### config.mk
export PLATFORM = sky130hd
export DESIGN_NAME = serial_flag_reg
export DESIGN_NICKNAME = d
export VERILOG_FILES = /design/src/rtl/ssf_pkg.sv /design/src/rtl/ssf_ctrl.sv /design/src/rtl/ssf_datapath.sv /design/src/rtl/serial_flag_reg.sv
export SDC_FILE = /design/constraint.sdc
export NUM_CORES = 1
export LEC_CHECK = 0
export BUFFER_PORTS_ARGS = -buffer_cell sky130_fd_sc_hd__buf_2
export CORE_AREA = 4 4 41 43
export DETAILED_ROUTE_END_ITERATION = 16
export DIE_AREA = 0 0 45 47
export PLACE_DENSITY_LB_ADDON = 0.15
export SYNTH_ARGS = -nofsm -noshare
export SYNTH_HDL_FRONTEND = slang
export SYNTH_SLANG_ARGS = --single-unit
### constraint.sdc
create_clock -name clk -period 1.7 [get_ports clk]
set_input_delay 0.34 -clock clk [delete_from_list [all_inputs] [get_ports clk]]
set_output_delay 0.34 -clock clk [all_outputs]
set_load 0.005 [all_outputs]
### src/rtl/ssf_pkg.sv
package ssf_pkg;
  localparam int REG_W = 8;
  localparam int NFLAG = 5;

  localparam int F_CONF  = 0;
  localparam int F_RXF   = 1;
  localparam int F_TXE   = 2;
  localparam int F_TXEND = 3;
  localparam int F_OVR   = 4;

  localparam logic [NFLAG-1:0] FLAG_RST = 5'b00100;

  // Register bit that carries each internal flag index
  function automatic int flagBit(input int idx);
    case (idx)
      F_CONF:  return 0;
      F_RXF:   return 1;
      F_TXE:   return 2;
      F_TXEND: return 3;
      default: return 6;
    endcase
  endfunction

  typedef struct packed {
    logic [NFLAG-1:0] setFlag;
    logic [NFLAG-1:0] hwClr;
    logic [NFLAG-1:0] cpuClr;
  } flagStrobes_t;
endpackage

### src/rtl/ssf_ctrl.sv
module ssf_ctrl
  import ssf_pkg::*;
(
  input  logic             clk,
  input  logic             rstN,
  input  logic             rxDone,
  input  logic             rxDataRead,
  input  logic             txBufWrite,
  input  logic             txToShift,
  input  logic             frameEnd,
  input  logic             conflict,
  input  logic             masterSel,
  input  logic             txEn,
  input  logic             rxEn,
  input  logic             modeSel,
  input  logic             regRd,
  input  logic             regWr,
  input  logic [REG_W-1:0] wrData,
  input  logic [NFLAG-1:0] flags,
  output flagStrobes_t     strobes,
  output logic             rxLoad
);
  logic [NFLAG-1:0] armQ;
  logic slaveRxOnly, blocked, rxAccept, ovrHit;

  // A read marks every flag it saw as 1; a write uses up the marks
  always_ff @(posedge clk or negedge rstN) begin
    if (!rstN)       armQ <= '0;
    else if (regRd)  armQ <= flags;
    else if (regWr)  armQ <= '0;
  end

  assign slaveRxOnly = !masterSel && !txEn && rxEn && !modeSel;
  assign blocked     = flags[F_OVR];
  assign rxAccept    = rxDone && !blocked && !flags[F_RXF];
  assign ovrHit      = rxDone && !blocked && flags[F_RXF] && !slaveRxOnly;
  assign rxLoad      = rxAccept;

  always_comb begin
    strobes = '0;
    strobes.setFlag[F_RXF]   = rxAccept;
    strobes.setFlag[F_OVR]   = ovrHit;
    strobes.setFlag[F_TXE]   = txToShift;
    strobes.setFlag[F_TXEND] = frameEnd && flags[F_TXE];
    strobes.setFlag[F_CONF]  = conflict;
    strobes.hwClr[F_RXF]     = rxDataRead;
    strobes.hwClr[F_TXE]     = txBufWrite;
    strobes.hwClr[F_TXEND]   = txBufWrite;
    for (int i = 0; i < NFLAG; i++)
      strobes.cpuClr[i] = regWr && armQ[i] && !wrData[flagBit(i)];
  end
endmodule

### src/rtl/ssf_datapath.sv
module ssf_datapath
  import ssf_pkg::*;
(
  input  logic             clk,
  input  logic             rstN,
  input  flagStrobes_t     strobes,
  output logic [NFLAG-1:0] flags,
  output logic [REG_W-1:0] rdData
);
  logic [NFLAG-1:0] flagQ;

  for (genvar i = 0; i < NFLAG; i++) begin : g_flag
    always_ff @(posedge clk or negedge rstN) begin
      if (!rstN)                                     flagQ[i] <= FLAG_RST[i];
      else if (strobes.setFlag[i])                   flagQ[i] <= 1'b1;
      else if (strobes.hwClr[i] || strobes.cpuClr[i]) flagQ[i] <= 1'b0;
    end
  end

  assign flags = flagQ;

  always_comb begin
    rdData = '0;
    for (int i = 0; i < NFLAG; i++)
      rdData[flagBit(i)] = flagQ[i];
  end
endmodule

### src/rtl/serial_flag_reg.sv
module serial_flag_reg
  import ssf_pkg::*;
(
  input  logic             clk,
  input  logic             rstN,
  input  logic             rxDone,
  input  logic             rxDataRead,
  input  logic             txBufWrite,
  input  logic             txToShift,
  input  logic             frameEnd,
  input  logic             conflict,
  input  logic             masterSel,
  input  logic             txEn,
  input  logic             rxEn,
  input  logic             modeSel,
  input  logic             regRd,
  input  logic             regWr,
  input  logic [REG_W-1:0] wrData,
  output logic [REG_W-1:0] rdData,
  output logic             rxLoad,
  output logic             haltXfer,
  output logic             irqConflict,
  output logic             irqRxFull,
  output logic             irqTxEmpty,
  output logic             irqTxEnd,
  output logic             irqOverrun
);
  flagStrobes_t     strobes;
  logic [NFLAG-1:0] flags;

  ssf_ctrl u_ctrl (
    .clk(clk), .rstN(rstN), .rxDone(rxDone), .rxDataRead(rxDataRead),
    .txBufWrite(txBufWrite), .txToShift(txToShift), .frameEnd(frameEnd),
    .conflict(conflict), .masterSel(masterSel), .txEn(txEn), .rxEn(rxEn),
    .modeSel(modeSel), .regRd(regRd), .regWr(regWr), .wrData(wrData),
    .flags(flags), .strobes(strobes), .rxLoad(rxLoad)
  );

  ssf_datapath u_dp (
    .clk(clk), .rstN(rstN), .strobes(strobes), .flags(flags), .rdData(rdData)
  );

  assign haltXfer    = flags[F_OVR];
  assign irqConflict = flags[F_CONF];
  assign irqRxFull   = flags[F_RXF];
  assign irqTxEmpty  = flags[F_TXE];
  assign irqTxEnd    = flags[F_TXEND];
  assign irqOverrun  = flags[F_OVR];
endmodule

=== Word level (Yosys, flattened, before mapping) ===
Cells that the tools add are included.

* $add $sub $neg: 0
* $mul: 0
* Div/mod/pow operators: 0
* $lt $le $gt $ge: 0
* Equality and inequality tests: 0
* Shifts and indexed selects: 0
* Muxes and demuxes: 12
* Bitwise gates (word level): 0
* Reduce and logical (&&, ||, !) cells: 38

{| class="wikitable"
|+ Operators with widths
! kind !! number
|-
| $logic_and 1x1->1 || 18
|-
| $reduce_bool 2->1 || 6
|-
| $logic_not 1->1 || 11
|-
| $mux 1 || 10
|-
| $mux 5 || 2
|-
| $logic_or 1x1->1 || 3
|}

* Flip-flop bits (word level): 10
* Bits in latches: 0
* Memory bits (writable): 0
* Bits in read-only memories: 0
* Input bits: 22
* Logic and storage cells: 56
* Memories kept: 0

=== Depth between registers and ports, before layout ===
* Depth after elaboration: 7
* Gate-level depth with buffers: 2
* Gate-level depth less buffers: 2

=== Hierarchy ===
Synthesis repeated with hierarchy kept, for this count alone.

* Cell total of the unflattened synthesis: 62
* Area total of the unflattened synthesis: 576.8 µm²

{| class="wikitable"
|+ By module, submodules not included
! module !! times used !! cells each !! area each (µm²) !! sequential area each (µm²)
|-
| ssf_ctrl || 1 || 37 || 322.8 || 125.1
|-
| ssf_datapath || 1 || 24 || 246.5 || 126.4
|-
| serial_flag_reg || 1 || 1 || 7.5 || 0.0
|}

=== Least setup slack after synthesis ===
OpenSTA, ideal clock, no wires.

* Path kind: register to output
* Start point: register u_dp.flagQ[4], in the netlist u_dp.flags[4]
* End point: output port rxLoad
* Data arrival time: 0.715 ns
* Data required time: 1.360 ns
* Slack: 0.645 ns
* Cell stages (with the launch flop): 2
* Cells stage by stage: dfrtp_1 > nor3b_1

* Word-level cells in the longest chain between the ends: 3

{| class="wikitable"
|+ Ends and longest elaborated chain
! element !! RTL line !! RTL
|-
| start, declared || ssf_datapath.sv:10 || <nowiki>logic [NFLAG-1:0] flagQ;</nowiki>
|-
| start signal, assigned by index || ssf_datapath.sv:14 || <nowiki>if (!rstN) flagQ[i] <= FLAG_RST[i];</nowiki>
|-
| $logic_not 1->1 || ssf_ctrl.sv:35 || <nowiki>assign rxAccept = rxDone && !blocked && !flags[F_RXF];</nowiki>
|-
| $logic_and 1x1->1 (2 in a row) || ssf_ctrl.sv:35 ||
|-
| end, declared || serial_flag_reg.sv:20 || <nowiki>output logic rxLoad,</nowiki>
|}

No other way between the ends.

=== Final worst setup path ===
Same ends and word-level chain as after synthesis.

==> out/metrics.cfg <==
[clock_network]
clock_sinks = 10
insertion_delay_ps = 270
tritoncts.num_buffers = 3
clock_tree_from_tritoncts = done
clock_tree.htree_level_count = 1
clk_path_buf_depth = 2
ctsRootBufferMaster = clkbuf_4
buffers_inserted_by_post_cts_timing_repair = 0
number_of_buffers_added_to_fix_hold_violations_after_cts = 1
cts.reportedPaths.clkPinSlew_ps = 70
cts.repair.resized = 0

[cells_and_area]
layout_cell_share_with_drive_strength_beyond_1_pct = 52.1
multi_input_comb_area_um2 = 170
nNetsFinal = 94
fillCellCount = 139
antenna_cells_inserted = 0
fin_util_pct = 49.5
ff_latch_area_um2 = 251
flow.area_growth_from_synthesis_pct = 31.7

[power_and_ir_drop]
total_leakage_power_nw = 0.326
netsw_mw = 0.212
clock_power_share_pct = 28.8
power.density_cell_area_nw_per_um2 = 1160
sw_frac_of_total_pct = 28.2
power_frac_comb_pct = 25.2
vdd.ir_drop.worst_mv = 0.552
seqPwrFrac_pct = 46.0
cell_internal_pwr_mw = 0.539
post-layout-total-power_mw = 0.750

[timing]
clock_skew_ps = 5.60
finalHoldWorstSlack_ps = 256
timing.final.crit_share_pct = 86.2
fmax_ghz = 0.683
slew_violations = 0
timing.final.setup_violations = 0
unrepaired_setup_endpoints_after_global_routing = no
timing.setup.tns_ps = 0
final_hold_viol_count = 0
min_period_ps = 1460

[setup_path]
crit_arrival_ps = 1120
critical_path.startpoint_type = flop
critPathSlowestCell = dfrtp_1
cp_cell_instances = nor3b_1 > buf_2
worstPathRequired_ps = 1360
worst-setup-path-type = flop to primary output
timing.critical_path.fanout_max = 7
max_stage_delay_ps = 440
critical_path_sink_type = primary output

[route]
drt_first_iter_violations = 5
detailroute.via_count = 413
detail_route.vias_per_cell = 4.80
drc = 0
wire_per_inst_um = 11.9
firstDrtPassIters = 4
final_antenna_net_count = 0
final_routed_wirelength_across_all_metal_layers_um = 1030

[synth]
synth_top_family_by_area = compound AO/OA/AOI/OAI gates
yosys.area_share.simple_pct = 15.3
yosys_warnings = 0
synth_cell_type_count = 17
synth-compound-area-share_pct = 17.1
syn_area_per_cell_um2 = 11.4
synth-seq-cells = 10
synth.top_cells.by_area = dfrtp_1 (46%), buf_4 (14%), nand3b_1 (9.2%)
synthCells = 43
syn-cell-area_um2 = 489
synth_seq_area_share_pct = 51.4
synth_area_leader_cell = dfrtp_1
synth.area.mux_share_pct = 0
synthAdderAreaFrac_pct = 0
synthesized_area_fraction_occupied_by_xor_and_xnor_cells_pct = 0
post-synth-top-area-fraction_pct = 46.0

[grt]
gr-usage-all-layers_pct = 11.9
grt_pass1_vias = 386
antenna_violations_before_repair = 0
largest_net_degree_at_the_start_of_global_routing = 11
grt_first_pass_wirelength_um = 1680
global_route.overflow_total = 0

[floorplan]
fp.dieH_um = 47
floorplan.rows = 13
initial_core_utilization_pct = 37.6
die_width_um = 45
die_area_um2 = 2120
design.portCount = 37
core_area_um2 = 1300

[run]
drv_cap = 0

[place]
portBuffers = 30
gp_congestion = 0.589

[hold_path]
worstHoldPathType = primary input to flop

[outcome]
status = finished clean

flip-flops by register name, summed over array words and instances (netlist names):
name	cells
u_ctrl.armQ	5
u_dp.flags	5
power by group through the flow:
| stage | logic [mW] | registers [mW] | clock network, mW |
|---|---|---|---|
| floorplan | 0.140 | 0.344 | 0 |
| global placement | 0.193 | 0.349 | 0 |
| detailed placement | 0.194 | 0.351 | 0 |
| CTS | 0.195 | 0.347 | 0.225 |
| global route | 0.213 | 0.357 | 0.240 |
| finish | 0.189 | 0.345 | 0.216 |
cell usage after synthesis (all sizes together):
master	n
nor2	1
nand2	1
a31o	2
nor4b	1
o2bb2ai	1
nand3b	6
dfrtp	9
a21o	1
dfstp	1
conb	1
a22o	4
a32o	1
nor3b	1
inv	2
nand2b	1
o21ai	1
buf	9
worst max-delay path, delay by kind of cell, from the launching register on:
family | cells | cell delay (ps)
flops | 1 | 440
simple gates | 1 | 260
buf+inv | 1 | 160
metrics by stage:
| step | instance area (um^2) | worst slack, ps | instances |
|---|---|---|---|
| floorplan | 497 | 645 | 45 |
| global placement | 598 | 523 | 81 |
| detailed placement | 598 | 506 | 81 |
| CTS | 644 | 203 | 86 |
| global route | 644 | 130 | 86 |
| finish | 644 | 235 | 86 |
cells by family (layout without fill, tap and decap cells):
group	count (synthesis)	after routing
other cells	1	3
flops	10	10
buf+inv	11	37
compound gates	10	10
simple gates	11	11
cells in the final DEF (no fill, tap or decap), drive strengths merged:
master and n:
a21o 1, a22o 4, a31o 2, a32o 1
buf 30, clkbuf 4, conb 3, dfrtp 9
dfstp 1, dlygate4sd3 1, inv 2, nand2 1
nand2b 1, nand3b 6, nor2 1, nor3b 1
nor4b 1, o21ai 1, o2bb2ai 1
final timing paths:
kind	to	cells after the start	from	slack (ps)
worst min-delay path	u_dp.flags[0]	2	conflict	260
min in group asynchronous	u_ctrl.armQ[1]	2	rstN	440
worst max-delay path	rxLoad	2	u_dp.flags[4]	240
max in group asynchronous	u_dp.flags[2]	2	rstN	1010
worst min register to register	u_ctrl.armQ[2]	1	u_ctrl.armQ[2]	500
worst max register to register	u_dp.flags[1]	2	u_dp.flags[4]	800
per-layer routing:
layer,GRT usage [%],wire [um]
met1,13.8,423
met2,16.9,466
met3,6.90,126
met4,7.02,9
met5,0,0
area by class of cell:
class,instances,share of cell area [%]
timing repair buffer,31,24.9
tap,15,2.91
clock buffer,4,5.63
inverter,2,1.17
multi-input combinational,24,26.4
sequential,10,39.0
No activity file was read; power rests on OpenSTA's default activity.
